**src/rtl/ptw_pkg.sv**
```systemverilog
package ptw_pkg;

    typedef enum logic [2:0] {
        ST_IDLE   = 3'd0,
        ST_RD_OUT = 3'd1,
        ST_WT_OUT = 3'd2,
        ST_RD_IN  = 3'd3,
        ST_WT_IN  = 3'd4,
        ST_DONE   = 3'd5
    } walk_st_e;

    typedef enum logic [2:0] {
        FLT_NONE    = 3'd0,
        FLT_LEN     = 3'd1,
        FLT_EMPTY   = 3'd2,
        FLT_ON_DISK = 3'd3,
        FLT_PROT    = 3'd4
    } fault_e;

    typedef enum logic [1:0] {
        ENT_MAPPED  = 2'd0,
        ENT_EMPTY   = 2'd1,
        ENT_ON_DISK = 2'd2
    } ent_kind_e;

endpackage

```
**src/rtl/ptw_entry_dec.sv**
```systemverilog
module ptw_entry_dec
    import ptw_pkg::*;
#(
    parameter int PTE_W   = 32,
    parameter int FRAME_W = 20
) (
    input  logic [PTE_W-1:0]   entry,
    output ent_kind_e          kind,
    output logic               ro,
    output logic [FRAME_W-1:0] frame,
    output logic [PTE_W-2:0]   disk
);

    always_comb begin
        frame = entry[PTE_W-1 -: FRAME_W];
        disk  = entry[PTE_W-1:1];
        ro    = entry[1];
        if (entry[0]) begin
            kind = ENT_MAPPED;
        end else if (|entry[PTE_W-1:1]) begin
            kind = ENT_ON_DISK;
        end else begin
            kind = ENT_EMPTY;
        end
    end

endmodule

```
**src/rtl/ptw_addr_gen.sv**
```systemverilog
module ptw_addr_gen #(
    parameter int PA_W   = 32,
    parameter int IDX_W  = 10,
    parameter int OFF_W  = 12,
    parameter int PTE_W  = 32
) (
    input  logic [PA_W-1:0]       root,
    input  logic [PA_W-OFF_W-1:0] tbl_frame,
    input  logic [IDX_W-1:0]      idx_outer,
    input  logic [IDX_W-1:0]      idx_inner,
    output logic [PA_W-1:0]       outer_addr,
    output logic [PA_W-1:0]       inner_addr
);

    localparam int ENT_SH = $clog2(PTE_W / 8);
    localparam int PAD_W  = PA_W - IDX_W - ENT_SH;

    logic [PA_W-1:0] outer_ofs;
    logic [PA_W-1:0] inner_ofs;

    always_comb begin
        outer_ofs  = {{PAD_W{1'b0}}, idx_outer, {ENT_SH{1'b0}}};
        inner_ofs  = {{PAD_W{1'b0}}, idx_inner, {ENT_SH{1'b0}}};
        outer_addr = root + outer_ofs;
        inner_addr = {tbl_frame, {OFF_W{1'b0}}} + inner_ofs;
    end

endmodule

```
**src/rtl/pt_walker.sv**
```systemverilog
module pt_walker
    import ptw_pkg::*;
#(
    parameter int VA_W  = 32,
    parameter int PA_W  = 32,
    parameter int IDX_W = 10,
    parameter int OFF_W = 12,
    parameter int PTE_W = 32
) (
    input  logic              clk,
    input  logic              rst_n,
    input  logic [PA_W-1:0]   root_base,
    input  logic [IDX_W:0]    tbl_len,
    input  logic              req_valid,
    output logic              req_ready,
    input  logic [VA_W-1:0]   req_vaddr,
    input  logic              req_write,
    output logic              mem_req,
    output logic [PA_W-1:0]   mem_addr,
    input  logic              mem_rvalid,
    input  logic [PTE_W-1:0]  mem_rdata,
    output logic              res_valid,
    output logic [2:0]        res_fault,
    output logic [PA_W-1:0]   res_paddr,
    output logic [PTE_W-2:0]  res_disk
);

    localparam int FRAME_W = PA_W - OFF_W;
    localparam int DISK_W  = PTE_W - 1;

    typedef struct packed {
        walk_st_e            st;
        logic [VA_W-1:0]     vaddr;
        logic                wr;
        logic [PA_W-1:0]     root;
        logic [FRAME_W-1:0]  tframe;
        logic [PA_W-1:0]     paddr;
        fault_e              fault;
        logic [DISK_W-1:0]   disk;
    } walk_t;

    walk_t q, d;

    ent_kind_e          dec_kind;
    logic               dec_ro;
    logic [FRAME_W-1:0] dec_frame;
    logic [DISK_W-1:0]  dec_disk;
    logic [PA_W-1:0]    outer_addr;
    logic [PA_W-1:0]    inner_addr;
    logic [IDX_W-1:0]   new_outer_idx;

    ptw_entry_dec #(
        .PTE_W   (PTE_W),
        .FRAME_W (FRAME_W)
    ) dec_i (
        .entry (mem_rdata),
        .kind  (dec_kind),
        .ro    (dec_ro),
        .frame (dec_frame),
        .disk  (dec_disk)
    );

    ptw_addr_gen #(
        .PA_W  (PA_W),
        .IDX_W (IDX_W),
        .OFF_W (OFF_W),
        .PTE_W (PTE_W)
    ) agen_i (
        .root       (q.root),
        .tbl_frame  (q.tframe),
        .idx_outer  (q.vaddr[VA_W-1 -: IDX_W]),
        .idx_inner  (q.vaddr[OFF_W +: IDX_W]),
        .outer_addr (outer_addr),
        .inner_addr (inner_addr)
    );

    assign new_outer_idx = req_vaddr[VA_W-1 -: IDX_W];

    always_comb begin
        d = q;
        unique case (q.st)
            ST_IDLE: begin
                if (req_valid) begin
                    d.vaddr  = req_vaddr;
                    d.wr     = req_write;
                    d.root   = root_base;
                    d.tframe = '0;
                    d.paddr  = '0;
                    d.disk   = '0;
                    if ({1'b0, new_outer_idx} >= tbl_len) begin
                        d.fault = FLT_LEN;
                        d.st    = ST_DONE;
                    end else begin
                        d.fault = FLT_NONE;
                        d.st    = ST_RD_OUT;
                    end
                end
            end
            ST_RD_OUT: d.st = ST_WT_OUT;
            ST_WT_OUT: begin
                if (mem_rvalid) begin
                    unique case (dec_kind)
                        ENT_MAPPED: begin
                            d.tframe = dec_frame;
                            d.st     = ST_RD_IN;
                        end
                        ENT_ON_DISK: begin
                            d.fault = FLT_ON_DISK;
                            d.disk  = dec_disk;
                            d.st    = ST_DONE;
                        end
                        default: begin
                            d.fault = FLT_EMPTY;
                            d.st    = ST_DONE;
                        end
                    endcase
                end
            end
            ST_RD_IN: d.st = ST_WT_IN;
            ST_WT_IN: begin
                if (mem_rvalid) begin
                    d.st = ST_DONE;
                    unique case (dec_kind)
                        ENT_MAPPED: begin
                            if (q.wr && dec_ro) begin
                                d.fault = FLT_PROT;
                            end else begin
                                d.paddr = {dec_frame, q.vaddr[OFF_W-1:0]};
                            end
                        end
                        ENT_ON_DISK: begin
                            d.fault = FLT_ON_DISK;
                            d.disk  = dec_disk;
                        end
                        default: d.fault = FLT_EMPTY;
                    endcase
                end
            end
            ST_DONE: d.st = ST_IDLE;
            default: d.st = ST_IDLE;
        endcase
    end

    always_ff @(posedge clk or negedge rst_n) begin
        if (!rst_n) begin
            q <= '0;
        end else begin
            q <= d;
        end
    end

    assign req_ready = (q.st == ST_IDLE);
    assign mem_req   = (q.st == ST_RD_OUT) || (q.st == ST_RD_IN);
    assign mem_addr  = (q.st == ST_RD_IN) ? inner_addr : outer_addr;
    assign res_valid = (q.st == ST_DONE);
    assign res_fault = q.fault;
    assign res_paddr = q.paddr;
    assign res_disk  = q.disk;

endmodule

```
**config.mk**
```make
export PLATFORM = sky130hd
export DESIGN_NAME = pt_walker
export DESIGN_NICKNAME = d
export VERILOG_FILES = /design/src/rtl/ptw_pkg.sv /design/src/rtl/ptw_entry_dec.sv /design/src/rtl/ptw_addr_gen.sv /design/src/rtl/pt_walker.sv
export SDC_FILE = /design/constraint.sdc
export NUM_CORES = 1
export LEC_CHECK = 0
export BUFFER_PORTS_ARGS = -buffer_cell sky130_fd_sc_hd__buf_2
export CAP_MARGIN = 40
export CORE_MARGIN = 8
export CORE_UTILIZATION = 55
export CTS_CLUSTER_DIAMETER = 80
export DETAILED_ROUTE_END_ITERATION = 10
export GPL_TIMING_DRIVEN = 0
export MAX_ROUTING_LAYER = met4
export PLACE_DENSITY = 0.83
export RECOVER_POWER = 100
export SYNTH_ARGS = -nofsm -noshare
export SYNTH_HDL_FRONTEND = slang
export SYNTH_SLANG_ARGS = --single-unit
```
**constraint.sdc**
```tcl
create_clock -name clk -period 4.4 [get_ports clk]
set_input_delay 0.88 -clock clk [delete_from_list [all_inputs] [get_ports clk]]
set_output_delay 0.88 -clock clk [all_outputs]
set_load 0.005 [all_outputs]
```
-- After elaboration in Yosys (flattened, before gate mapping)
Index checks and enable logic that the tools add are counted.
- bits in registers: 154
- input port bits: 112
- output and inout port bits: 101
- logic and storage cells: 62
- $add $sub $neg: 2
- magnitude comparators: 1
- equal/unequal tests: 14
- multiplexer cells: 23
- reduce and logical (&&, ||, !) cells: 14
- operators by type and width (kind ; count):
    $mux 154 ; 1
    $pmux 34 s3 ; 1
    $mux 32 ; 3
    $mux 66 ; 1
    $add 32x12->32 ; 2
    $pmux 32 s2 ; 1
    $mux 20 ; 2
    $pmux 20 s2 ; 1
    $mux 34 ; 1
    $mux 31 ; 1
    $reduce_or 31->1 ; 1
    $mux 3 ; 5
    $pmux 3 s5 ; 1
    $ne 2x2->1 const B ; 6
    $pmux 3 s2 ; 2
    $ge 10x11->1 ; 1
    $reduce_and 4->1 ; 2
    $eq 3x2->1 const B ; 2
    $eq 3x3->1 const B ; 2
    $reduce_and 6->1 ; 1
    $reduce_and 5->1 ; 1
    $mux 2 ; 2
    $reduce_bool 2->1 ; 2
    $eq 3x1->1 const B ; 1
    other kinds (11) ; 11

-- Logic depth before layout (Yosys ltp)
Gate-level depths: netlist of run 1.
- depth in word-level cells: 7
- gate-level depth with buffers: 8
- gate-level depth less buffers: 8

-- By module
Synthesis of run 1 repeated with hierarchy kept, for this count alone.
- cells, all modules: 773
- area total of the unflattened synthesis: 8649.5 um^2
- by module, submodules not included (module ; instances ; cells each ; area an instance (um^2) ; sequential area each (um^2)):
    pt_walker ; 1 ; 560 ; 7074.3 ; 3853.7
    ptw_addr_gen ; 1 ; 149 ; 1108.6 ; 0.0
    ptw_entry_dec ; 1 ; 64 ; 466.7 ; 0.0

-- Worst setup path after synthesis of run 1
Ideal clock, no wire load.
- path kind: reg2out
- start point: register q[141] in the netlist's numbering
- end point: output port mem_addr[18]
- arrival: 2.197 ns
- data required time: 3.520 ns
- setup slack: 1.323 ns
- cell stages (with the launch flop): 9
- path buffers: 0
- path through: dfrtp_1 -> ha_1 -> fa_1 -> a21oi_1 -> o21ai_2 -> a211oi_2 -> nor4b_1 -> xnor2_1 -> o21ai_0
- longest elaborated chain between the ends: 2
- RTL lines (element ; RTL line ; source):
    start: declaration ; pt_walker.sv:42 ; walk_t q, d;
    start signal: assignment ; pt_walker.sv:146 ; q <= '0;
    start signal: assignment ; pt_walker.sv:148 ; q <= d;
    $add 32x12->32 ; ptw_addr_gen.sv:24 ; outer_addr = root + outer_ofs;
    $mux 32 ; pt_walker.sv:154 ; assign mem_addr = (q.st == ST_RD_IN) ? inner_addr : outer_addr;
    end: declaration ; pt_walker.sv:19 ; output logic [PA_W-1:0] mem_addr,
No other way between the ends.

-- Final worst setup path of run 1
- start point: register q[141] in the netlist's numbering
- end point: output port mem_addr[20]
The elaborated chain is that of the path after synthesis.

==> summary.md, run 1 <==
| Metric | Value |
|---|---|
| Status | finished, violations left |
| Failing checks | capacitance limit, slew limit |
| Nature of the critical path endpoint | primary output |
| Asr flop ratio synth | 1.000 |
| TritonCTS clock tree | done |
| Layout cell share with drive strength beyond 1 | 0.3443 |
| # DRC | 0 |
| Slew HR | -1.238 |
| Clock sinks | 154 |
| Unrepaired setup endpoints after global routing | no |
| Chip height | 136.5 microns |
| Setup crit start kind | flip-flop |
| Clock network power share | 0.197 |
| First-pass GRT wire length | 33.99 mm |
| Core footprint | 0.01437 sq mm |
| Final setup TNS | 0 ns |
| Net Count, Synth | 890 |
| Combinational share of power | 0.475 |
| Total grt overflow | 0 |
| Wire length per cell | 18.49 microns |
| Seq/Total Area, Yosys | 0.4823 |
| Fin worst setup slack | 0.2034 ns |
| Ys flop type | dfrtp_1 |
| Final-report setup violation count | 0 |
| Max frequency | 0.2383 GHz |
| TritonRoute pass-1 iters | 5 |
| Net Sw Power | 0.002915 W |
| Yosys warning count | 0 |
| Worst path arrival time | 3.32 ns |
| Antenna-violating nets left | 0 |
| IO Port Bufs | 212 |
| Maximum vdd ir drop | 0.4443 mV |
| Power Dens Cells | 775.3 mW/mm^2 |
| Max-slew violations | 60 |
| Initial antenna violation count | 4 |
| # hold bufs at CTS | 0 |
| Post-place setup slack | 0.7004 ns |
| Most common library cells after synthesis | 154 x dfrtp_1, 79 x nand2_1, 69 x buf_4, 62 x mux2_2 |
| CTS max path bufs | 2 |
| Final Cycle Share | 0.9538 |
| # rows | 44 |
| Vias after detailed routing | 6,562 |
| Mapped Cells | 757 |
| Total track usage | 0.2431 |
| Leak | 4.619 nW |
| Initial Util | 0.5561 |
| Post-CTS Setup Inserts | 0 |
| Clock latency at the later pin of the worst-skew pair | 0.43 ns |
| Post-synthesis average cell area | 10.56 sq um |
| Top Ports | 213 |
| Post-route insts no fill | 1,190 |
| Largest net degree at the start of global routing | 96 |
| Synth cell types | 63 |
| Largest cells by area after synthesis | dfrtp_1 48%, mux2_2 8.7%, buf_4 6.5% |
| Layout fillers | 1,169 |
| CTS Buf Count | 17 |
| Mapped Area | 0.007990 sq mm |
| Final net count | 1,122 |
| Sw Share | 0.3856 |
| Number of global-route vias before repair | 6,653 |
| Area Growth Syn to Fin | 22.06% |
| Post-DP HPWL | 16.39 mm |
| Drt initial violations | 527 |
| Synthesized flop and latch total | 154 |
| Minimum clock period | 4.197 ns |
| EDFF count, synth | 0 |
| Critical Path RT | 3.52 ns |
| Area leader, netlist | dfrtp_1 |
| Die Area | 0.01864 sq mm |
| Setup CP Type | reg -> out |
| Reg clk slew, reported paths | 0.06 ns |
| Placer Congestion | 0.8888 |
| Pint | 0.004646 W |
| Most common cell in the netlist | dfrtp_1 |
| Clock Root Buffer | clkbuf_16 |
| Top-area cell type share of the netlist area | 0.4823 |
| Worst-Margin Slew | 3.357 ns |
| Maxcap violations | 1 |
| DP Cell Count | 1,154 |
| Final hold vios | 0 |
| Min-Delay Path Class | reg -> reg |
| Register share of total power | 0.329 |
| Wirelength, routed | 22.00 mm |
| Post-cts gate resize count | 0 |
| Final worst clock skew | 0.008143 ns |
| H-tree levels | 4 |
| Critical path peak fanout | 9 |
| Routed vias/inst | 5.514 |
| Die width | 136.5 microns |
through the flow:
| stage | area (sq um) | utilization | total power, W | hold WS, ns |
|---|---|---|---|---|
| after floorplan | 7990 | - | 0.004895 | 0.4622 |
| after global placement | 9281 | 0.6459 | 0.006100 | 0.4659 |
| after detailed placement | 9315 | 0.6483 | 0.006215 | 0.4777 |
| after CTS | 9911 | 0.6897 | 0.007738 | 0.4381 |
| after global routing | 9753 | 0.6788 | 0.008089 | 0.5213 |
| final | 9753 | 0.6788 | 0.007561 | 0.4917 |
cells by family after synthesis:
| group | Yosys count | synth area share |
|---|---|---|
| multiplexers | 63 | 0.08863 |
| AO/OA/AOI/OAI | 173 | 0.1578 |
| XOR/XNOR | 24 | 0.02631 |
| flip-flops | 154 | 0.4823 |
| adder cells (fa/ha/maj) | 21 | 0.03382 |
| buffers and inverters | 125 | 0.09333 |
| AND/OR/NAND/NOR | 197 | 0.1178 |
registers in the layout, summed over array words and instances, names as in the netlist:
register	cells
q	88
res_fault	3
res_paddr	32
res_disk	31
routing by layer:
metal / part of all wire / global-route usage / vias to the layer above
li1: - / - / 3068
met2: 0.47 / 0.3765 / 243
met3: 0.070 / 0.05470 / 54
met1: 0.42 / 0.2998 / 3197
met4: 0.036 / 0.1092 / 0
met5: 0 / - / -
power groups by stage:
stage | Combinational, W | Clock (W) | Sequential (W)
6_report | 0.00359 | 0.00149 | 0.00248
5_1_grt | 0.00395 | 0.00157 | 0.00257
4_1_cts | 0.00376 | 0.00150 | 0.00248
3_5_place_dp | 0.00372 | 0 | 0.00249
3_3_place_gp | 0.00364 | 0 | 0.00246
2_1_floorplan | 0.00254 | 0 | 0.00236
area by class of cell:
class,instances,area [sq um],share of cell area
clock buffer,21,450.4,0.04618
inverter,21,78.83,0.008082
antenna,4,10.01,0.001026
clock inverter,11,145.1,0.01488
tap,184,230.2,0.02360
timing repair buffer,213,1031,0.1057
multi-input combinational,478,3308,0.3392
sequential,154,3854,0.3951
buffer,104,645.6,0.06620
layout by cell type, fill, tap and decap left out, drive strengths merged, types with 4 or more instances in the layout:
cell type,n
a2111oi,4
a211oi,5
a21o,6
a21oi,52
a22o,52
and2,4
buf,194
clkbuf,144
clkinv,4
dfrtp,154
diode,4
ha,20
inv,22
mux2,62
nand2,81
nand2b,4
nand3,9
nand4,8
nor2,54
nor2b,5
nor3,6
nor4,12
o21ai,34
xnor2,20
xor2,4
path summary, 6_finish.rpt:
kind | from | end | slack [ns] | depth (start not counted)
setup / recovery | q[141]$_DFFE_PN0P_ | mem_addr[20] | 0.20 | 9
hold / removal | q[128]$_DFFE_PN0P_ | res_paddr[9]$_DFFE_PN0P_ | 0.49 | 1
setup reg to reg | q[153]$_DFFE_PN0P_ | q[141]$_DFFE_PN0P_ | 1.52 | 5
hold reg to reg | q[128]$_DFFE_PN0P_ | res_paddr[9]$_DFFE_PN0P_ | 0.49 | 1
max in group asynchronous | rst_n | q[125]$_DFFE_PN0P_ | 0.93 | 1
min in group asynchronous | rst_n | q[144]$_DFFE_PN0P_ | 1.57 | 1
critical path, stage by stage, from the launching register on:
cell	delay, ns
dfrtp_1	0.41
ha_1	0.24
fa_1	0.40
a21oi_1	0.24
o21ai_2	0.13
a211oi_2	0.64
nor4b_1	0.16
xnor2_1	0.16
o21ai_0	0.32
buf_2	0.19
Note: power is estimated with default switching activity, not from simulation.
==> run 2: changes to the inputs <==
--- a/config.mk
+++ b/config.mk
@@ -5,6 +5,7 @@
 export SDC_FILE = /design/constraint.sdc
 export NUM_CORES = 1
 export LEC_CHECK = 0
+export ABC_AREA = 1
 export BUFFER_PORTS_ARGS = -buffer_cell sky130_fd_sc_hd__buf_2
 export CAP_MARGIN = 40
 export CORE_MARGIN = 8
@@ -13,7 +14,7 @@
 export DETAILED_ROUTE_END_ITERATION = 10
 export GPL_TIMING_DRIVEN = 0
 export MAX_ROUTING_LAYER = met4
-export PLACE_DENSITY = 0.83
+export PLACE_DENSITY = 0.82
 export RECOVER_POWER = 100
 export SYNTH_ARGS = -nofsm -noshare
 export SYNTH_HDL_FRONTEND = slang
==> constraint.sdc (replaced) <==
create_clock -name clk -period 4.4 [get_ports clk]
set_input_delay 0.88 -clock clk [delete_from_list [all_inputs] [get_ports clk]]
set_output_delay 0.88 -clock clk [all_outputs]
set_load 0.1 [all_outputs]
==> run 2 against run 1 <==
The run still ends with capacitance limit, slew limit left. Die area is 9.6% higher. Critical path depth is 3 higher. Cell count is 42% higher. Maximum frequency is 5.9% higher. Core utilization is 1.0 points lower. Synthesized cell count is 62% higher. Clock-buffer cell count is 3 lower. First-iteration DRC count is 0.57% lower. Non-clock buffer count is 4 higher. Sequential share of layout area is 3.1 points lower.
==> summary.md, run 2 <==
| Metric | Value |
|---|---|
| Status | finished, violations left (unchanged) |
| Failing checks | capacitance limit, slew limit (unchanged) |
| Unrepaired setup endpoints after global routing | no (unchanged) |
| TritonCTS clock tree | done (unchanged) |
| Final-report setup violation count | 0 (unchanged) |
| Final setup TNS | 0 ns (unchanged) |
| Largest register FFs | 88 (unchanged) |
| Commonest non-fill, non-tap cells in the layout | 460 x nand2_1, 205 x inv_1, 154 x dfrtp_1, 125 x buf_2, 110 x clkbuf_1 (was 172 x buf_2, 154 x dfrtp_1, 80 x clkbuf_1, 79 x nand2_1, 62 x mux2_2) |
| Setup crit start kind | flip-flop (unchanged) |
| Layout cell share with drive strength beyond 1 | 0.1677 (was 0.3443) |
| Number of global-route vias before repair | 8,193 (was 6,653) |
| Drt initial violations | 524 (was 527) |
| EDFF count, synth | 0 (unchanged) |
| Post-route insts no fill | 1,693 (was 1,190) |
| # rows | 46 (was 44) |
| Area Growth Syn to Fin | 19.41% (was 22.06%) |
| Post-DP Area | 0.01023 sq mm (was 0.009315 sq mm) |
| Ys flop type | dfrtp_1 (unchanged) |
| R2r setup slk | 1.76 ns (was 1.52 ns) |
| Max frequency | 0.2523 GHz (was 0.2383 GHz) |
| Slew HR | -1.066 (was -1.238) |
| Vias after detailed routing | 8,392 (was 6,562) |
| Biggest register | q (unchanged) |
| Post-synthesis average cell area | 7.219 sq um (was 10.56 sq um) |
| Maxcap violations | 1 (unchanged) |
| Max-slew violations | 67 (was 60) |
| Total track usage | 0.2610 (was 0.2431) |
| CTS max path bufs | 2 (unchanged) |
| Setup CP Type | reg -> out (unchanged) |
| Post-DP HPWL | 19.69 mm (was 16.39 mm) |
| Min-Delay Path Class | reg -> reg (unchanged) |
| Antenna-violating nets left | 0 (unchanged) |
| First-pass GRT wire length | 40.65 mm (was 33.99 mm) |
| Chip height | 143.0 microns (was 136.5 microns) |
| Layout fillers | 1,465 (was 1,169) |
| Critical Path RT | 3.52 ns (about the same) |
| Minimum clock period | 3.964 ns (was 4.197 ns) |
| CP peak stage delay | 0.89 ns (was 0.64 ns) |
| Synthesized flop and latch total | 154 (unchanged) |
| Net Count, Synth | 1,361 (was 890) |
| Asr flop ratio synth | 1.000 (unchanged) |
| Worst-Margin Slew | 3.099 ns (was 3.357 ns) |
| Most common library cells after synthesis | 457 x nand2_1, 202 x inv_1, 154 x dfrtp_1, 86 x nand3_1, 69 x buf_4 (was 154 x dfrtp_1, 79 x nand2_1, 69 x buf_4, 62 x mux2_2) |
| Mapped Cells | 1,228 (was 757) |
| Clock Root Buffer | clkbuf_16 (unchanged) |
| Routed vias/inst | 4.957 (was 5.514) |
| Placer Congestion | 0.9584 (was 0.8888) |
| Largest net degree at the start of global routing | 89 (was 96) |
| Slowest stage cell, crit path | clkbuf_1 (was a211oi_2) |
| Seq/Total Area, Yosys | 0.4347 (was 0.4823) |
| Total grt overflow | 0 (unchanged) |
| CTS Buf Count | 17 (unchanged) |
| Final Cycle Share | 0.9009 (was 0.9538) |
| Post-cts gate resize count | 0 (unchanged) |
| IO Port Bufs | 212 (unchanged) |
| DP Cell Count | 1,657 (was 1,154) |
| Top-area cell type share of the netlist area | 0.4347 (was 0.4823) |
| Most common cell in the netlist | nand2_1 (was dfrtp_1) |
| H-tree levels | 4 (unchanged) |
| Reg clk slew, reported paths | 0.07 ns (was 0.06 ns) |
| Die Area | 0.02044 sq mm (was 0.01864 sq mm) |
| Die width | 143.0 microns (was 136.5 microns) |
| Post-CTS Setup Inserts | 0 (unchanged) |
| Final worst clock skew | 0.01125 ns (was 0.008143 ns) |
| Cell Chain, Critical Path | ha_1, nand3_1, nand3_1, nand2_1, nand2_1, nand2_1, nand2_1, nand2_1, nand2_1, nand3_1, nand2_1, clkbuf_1 (was ha_1, fa_1, a21oi_1, o21ai_2, a211oi_2, nor4b_1, xnor2_1, o21ai_0, buf_2) |
| Finished layout cell area | 0.01059 sq mm (was 0.009753 sq mm) |
| Nature of the critical path endpoint | primary output (unchanged) |
| Largest cells by area after synthesis | dfrtp_1 43%, nand2_1 19%, inv_1 8.6% (was dfrtp_1 48%, mux2_2 8.7%, buf_4 6.5%) |
| Area leader, netlist | dfrtp_1 (unchanged) |
| Critical path peak fanout | 8 (was 9) |
| Final net count | 1,593 (was 1,122) |
| Clock latency at the later pin of the worst-skew pair | 0.43 ns (about the same) |
| Top Ports | 213 (unchanged) |
| # hold bufs at CTS | 0 (unchanged) |
| Yosys warning count | 0 (unchanged) |
| Final hold vios | 0 (unchanged) |
| # DRC | 0 (unchanged) |
| Synth cell types | 38 (was 63) |
| Crit-path most repeated cell | nand2_1 |
| Most common cell after layout, fill and taps aside | nand2_1 (was buf_2) |
| Initial Util | 0.5601 (was 0.5561) |
| Worst path arrival time | 3.08 ns (was 3.32 ns) |
| Initial antenna violation count | 2 (was 4) |
| Core footprint | 0.01583 sq mm (was 0.01437 sq mm) |
| Wirelength, routed | 25.65 mm (was 22.00 mm) |
| Clock sinks | 154 (unchanged) |
| Mapped Area | 0.008865 sq mm (was 0.007990 sq mm) |
| Wire length per cell | 15.15 microns (was 18.49 microns) |
| TritonRoute pass-1 iters | 5 (unchanged) |
## run 2: routing by layer
metal | track usage | routed length, microns
met2 | 0.4202 | 12690
met1 | 0.3212 | 11010
met4 | 0.09955 | 710
met3 | 0.04875 | 1239
met5 | - | 0
## run 2: logic make-up (layout without fill, tap and decap cells)
| logic type | Yosys count | after routing | share of synthesized area |
|---|---|---|---|
| other cells | 0 | 4 | 0 |
| buf+inv | 316 | 561 | 0.1682 |
| fa+ha+maj | 21 | 21 | 0.03049 |
| xor+xnor | 6 | 6 | 0.005928 |
| flops | 154 | 154 | 0.4347 |
| simple gates | 625 | 625 | 0.2915 |
| compound gates | 106 | 106 | 0.06916 |
## run 2: cell type report
class | count | area [sq um] | share of cell area
sequential | 154 | 3854 | 0.3641
multi-input combinational | 758 | 3448 | 0.3258
timing repair buffer | 213 | 985.9 | 0.09314
inverter | 208 | 780.7 | 0.07376
buffer | 108 | 671.9 | 0.06347
clock buffer | 18 | 429.2 | 0.04054
tap | 216 | 270.3 | 0.02553
clock inverter | 14 | 135.1 | 0.01277
antenna | 4 | 10.01 | 0.0009456
## run 2: stage by stage
stage	hold slack, ns	utilization	setup WS [ns]
2_1_floorplan	0.4431	-	-0.2725
3_3_place_gp	0.4629	0.6442	0.1194
3_5_place_dp	0.4685	0.6463	0.9494
4_1_cts	0.4781	0.6820	0.4800
5_1_grt	0.4954	0.6685	0.2202
6_report	0.4852	0.6688	0.4360
## run 2: final timing paths
check | end | startpoint | cells after the start
max reg2reg | q[134]$_DFFE_PN0P_ | q[152]$_DFFE_PN0P_ | 9
min in group asynchronous | res_disk[9]$_DFFE_PN0P_ | rst_n | 1
max in group asynchronous | res_disk[25]$_DFFE_PN0P_ | rst_n | 1
min reg2reg | q[133]$_DFFE_PN0P_ | q[133]$_DFFE_PN0P_ | 2
min | q[133]$_DFFE_PN0P_ | q[133]$_DFFE_PN0P_ | 2
max | mem_addr[17] | q[143]$_DFFE_PN0P_ | 12
## run 2: worst max-delay path: cells and delay by family (launching register included)
kind                     cells  cell delay, ns
AND/OR/NAND/NOR             10            1.01
buffers and inverters        1            0.89
adder cells (fa/ha/maj)      1            0.36
flip-flops                   1            0.39
Power of run 2 is left out: the tool's default activity adds up to more than one toggle a clock period on the data nets, which glitch-free logic cannot reach.
==> run 3: changes to the inputs <==
--- a/config.mk
+++ b/config.mk
@@ -5,7 +5,6 @@
 export SDC_FILE = /design/constraint.sdc
 export NUM_CORES = 1
 export LEC_CHECK = 0
-export ABC_AREA = 1
 export BUFFER_PORTS_ARGS = -buffer_cell sky130_fd_sc_hd__buf_2
 export CAP_MARGIN = 40
 export CORE_MARGIN = 8
@@ -14,7 +13,7 @@
 export DETAILED_ROUTE_END_ITERATION = 10
 export GPL_TIMING_DRIVEN = 0
 export MAX_ROUTING_LAYER = met4
-export PLACE_DENSITY = 0.82
+export PLACE_DENSITY = 0.83
 export RECOVER_POWER = 100
 export SYNTH_ARGS = -nofsm -noshare
 export SYNTH_HDL_FRONTEND = slang
==> run 3 against run 2 <==
The flow still finishes with violations (capacitance limit, slew limit). Worst setup slack worse by 0.26 ns. Final area is 7.4% lower. Core utilization is 1.4 points higher. Register-to-register slack worse by 0.26 ns. Largest cell class unchanged.
==> summary.md, run 3 (synthesized netlist as in run 1, its figures left out) <==
| Metric | Value |
|---|---|
| Status | finished, violations left (unchanged) |
| Failing checks | capacitance limit, slew limit (unchanged) |
| R2r setup slk | 1.50 ns (was 1.76 ns) |
| Wirelength, routed | 22.09 mm (was 25.65 mm) |
| CP peak stage delay | 0.49 ns (was 0.89 ns) |
| Critical Path RT | 3.52 ns (about the same) |
| Setup crit start kind | flip-flop (unchanged) |
| Reg clk slew, reported paths | 0.07 ns (about the same) |
| Die Area | 0.01864 sq mm (was 0.02044 sq mm) |
| Top Ports | 213 (unchanged) |
| Clock latency at the later pin of the worst-skew pair | 0.43 ns (about the same) |
| WHS Endpoint | res_paddr[5]$_DFFE_PN0P_ (was q[133]$_DFFE_PN0P_) |
| Minimum clock period | 4.228 ns (was 3.964 ns) |
| Vias after detailed routing | 6,457 (was 8,392) |
| RR Endpoint | res_disk[15]$_DFFE_PN0P_ (was q[134]$_DFFE_PN0P_) |
| Final-report setup violation count | 0 (unchanged) |
| CTS max path bufs | 2 (unchanged) |
| CP Launch Point | q[141]$_DFFE_PN0P_ (was q[143]$_DFFE_PN0P_) |
| Maxcap violations | 1 (unchanged) |
| Final Cycle Share | 0.9609 (was 0.9009) |
| Routed vias/inst | 5.412 (was 4.957) |
| TritonRoute pass-1 iters | 5 (unchanged) |
| Hold Crit Depth | 1 (was 2) |
| Initial Util | 0.5561 (was 0.5601) |
| Commonest non-fill, non-tap cells in the layout | 154 x dfrtp_1, 116 x buf_2, 108 x clkbuf_1, 79 x nand2_1, 66 x buf_4 (was 460 x nand2_1, 205 x inv_1, 154 x dfrtp_1, 125 x buf_2, 110 x clkbuf_1) |
| RR Startpoint | q[153]$_DFFE_PN0P_ (was q[152]$_DFFE_PN0P_) |
| Total grt overflow | 0 (unchanged) |
| Hold_sp | q[124]$_DFFE_PN0P_ (was q[133]$_DFFE_PN0P_) |
| H-tree levels | 4 (unchanged) |
| Wire length per cell | 18.51 microns (was 15.15 microns) |
| Number of global-route vias before repair | 6,664 (was 8,193) |
| Critical path peak fanout | 9 (was 8) |
| Largest net degree at the start of global routing | 89 (unchanged) |
| First-pass GRT wire length | 34.62 mm (was 40.65 mm) |
| Setup CP Type | reg -> out (unchanged) |
| Clock Root Buffer | clkbuf_16 (unchanged) |
| Layout fillers | 1,140 (was 1,465) |
| Biggest register | q (unchanged) |
| Post-DP HPWL | 16.73 mm (was 19.69 mm) |
| Placer Congestion | 0.8978 (was 0.9584) |
| Core footprint | 0.01437 sq mm (was 0.01583 sq mm) |
| Worst path arrival time | 3.35 ns (was 3.08 ns) |
| Final hold vios | 0 (unchanged) |
| Final worst clock skew | 0.009282 ns (was 0.01125 ns) |
| # rows | 44 (was 46) |
| Slowest stage cell, crit path | a211oi_4 (was clkbuf_1) |
| Max-slew violations | 67 (unchanged) |
| Drt initial violations | 472 (was 524) |
| Max frequency | 0.2365 GHz (was 0.2523 GHz) |
| Largest register FFs | 88 (unchanged) |
| Nature of the critical path endpoint | primary output (unchanged) |
| Area Growth Syn to Fin | 22.74% (was 19.41%) |
| # DRC | 0 (unchanged) |
| Layout cell share with drive strength beyond 1 | 0.3204 (was 0.1677) |
| Min-Delay Path Class | reg -> reg (unchanged) |
| Cell Chain, Critical Path | ha_1, fa_1, a21oi_1, o21ai_2, a211oi_4, nor4_1, xnor2_1, o21ai_1, buf_2 (was ha_1, nand3_1, nand3_1, nand2_1, nand2_1, nand2_1, nand2_1, nand2_1, nand2_1, nand3_1, nand2_1, clkbuf_1) |
| Final setup TNS | 0 ns (unchanged) |
| Most common cell after layout, fill and taps aside | dfrtp_1 (was nand2_1) |
| Total track usage | 0.2464 (was 0.2610) |
| Chip height | 136.5 microns (was 143.0 microns) |
| TritonCTS clock tree | done (unchanged) |
| Finished Core Util | 0.6825 (was 0.6688) |
| CTS Buf Count | 17 (unchanged) |
| Final hold slack | 0.4882 ns (was 0.4852 ns) |
| Unrepaired setup endpoints after global routing | no (unchanged) |
| Antenna-violating nets left | 0 (unchanged) |
| Slew HR | -1.036 (was -1.066) |
| Clock sinks | 154 (unchanged) |
| Final net count | 1,122 (was 1,593) |
| Initial antenna violation count | 6 (was 2) |
| Worst-Margin Slew | 3.053 ns (was 3.099 ns) |
| IO Port Bufs | 212 (unchanged) |
| Die width | 136.5 microns (was 143.0 microns) |
| R2r worst-path depth | 7 (was 9) |
run 3: cell count changes in the layout (fill, tap and decap cells not counted), moves of 12 or more:
cell / change
a21oi_1: +39
a22o_1: +52
inv_1: -184
mux2_2: +59
nand2_1: -381
nand3_1: -79
nor4_1: +12
o21ai_0: -21
o22ai_1: -42
xnor2_1: +16
run 3: through the flow:
stage	cell area [sq um]	worst slack (ns)	instances
floorplan	7995	0.05782	757
global placement	9286	0.2418	1153
detailed placement	9320	0.4670	1154
CTS	9925	0.1254	1186
global route	9804	0.006935	1192
finish	9807	0.1720	1193
run 3: final cells by class:
class,instances,area (sq um),share of cell area
Multi-Input combinational cell,478,3383,0.3450
Clock buffer,17,425.4,0.04338
Tap cell,184,230.2,0.02348
Sequential cell,154,3854,0.3930
Clock inverter,15,171.4,0.01748
Timing Repair Buffer,213,1001,0.1021
Inverter,21,78.83,0.008038
Antenna cell,7,17.52,0.001786
Buffer,104,645.6,0.06583
run 3: timing repair:
item / in CTS / in global routing
hold buffers: 0 / 0
setup buffers: 0 / 0
endpoints found under the hold margin: 0 / 0
endpoints found under the setup margin: 4 / 2
resized for setup: 1 / 2
run 3: worst max-delay path, delay by kind of cell, from the launching register on:
kind	cells	cell delay, ns
AO/OA/AOI/OAI	4	1.12
XOR/XNOR	1	0.17
adder cells (fa/ha/maj)	2	0.63
buffers and inverters	1	0.46
flip-flops	1	0.38
AND/OR/NAND/NOR	1	0.14
run 3: worst max path at each step:
stage | end | slack, ns
2_1_floorplan | mem_addr[31] | 0.06
3_3_place_gp | q[101]$_DFFE_PN0P_ | 0.24
3_5_place_dp | mem_addr[14] | 0.47
4_1_cts | mem_addr[22] | 0.13
5_1_grt | mem_addr[22] | 0.007
6_report | mem_addr[22] | 0.17
run 3: per-layer routing:
| metal | vias up | wire length [microns] | global-route usage |
|---|---|---|---|
| met1 | 3112 | 9230 | 0.2975 |
| met2 | 236 | 10660 | 0.3909 |
| met3 | 31 | 1886 | 0.07489 |
| met4 | 0 | 309 | 0.07444 |
| li1 | 3078 | - | - |
| met5 | - | 0 | - |
Power of run 3 is left out for the same reason.
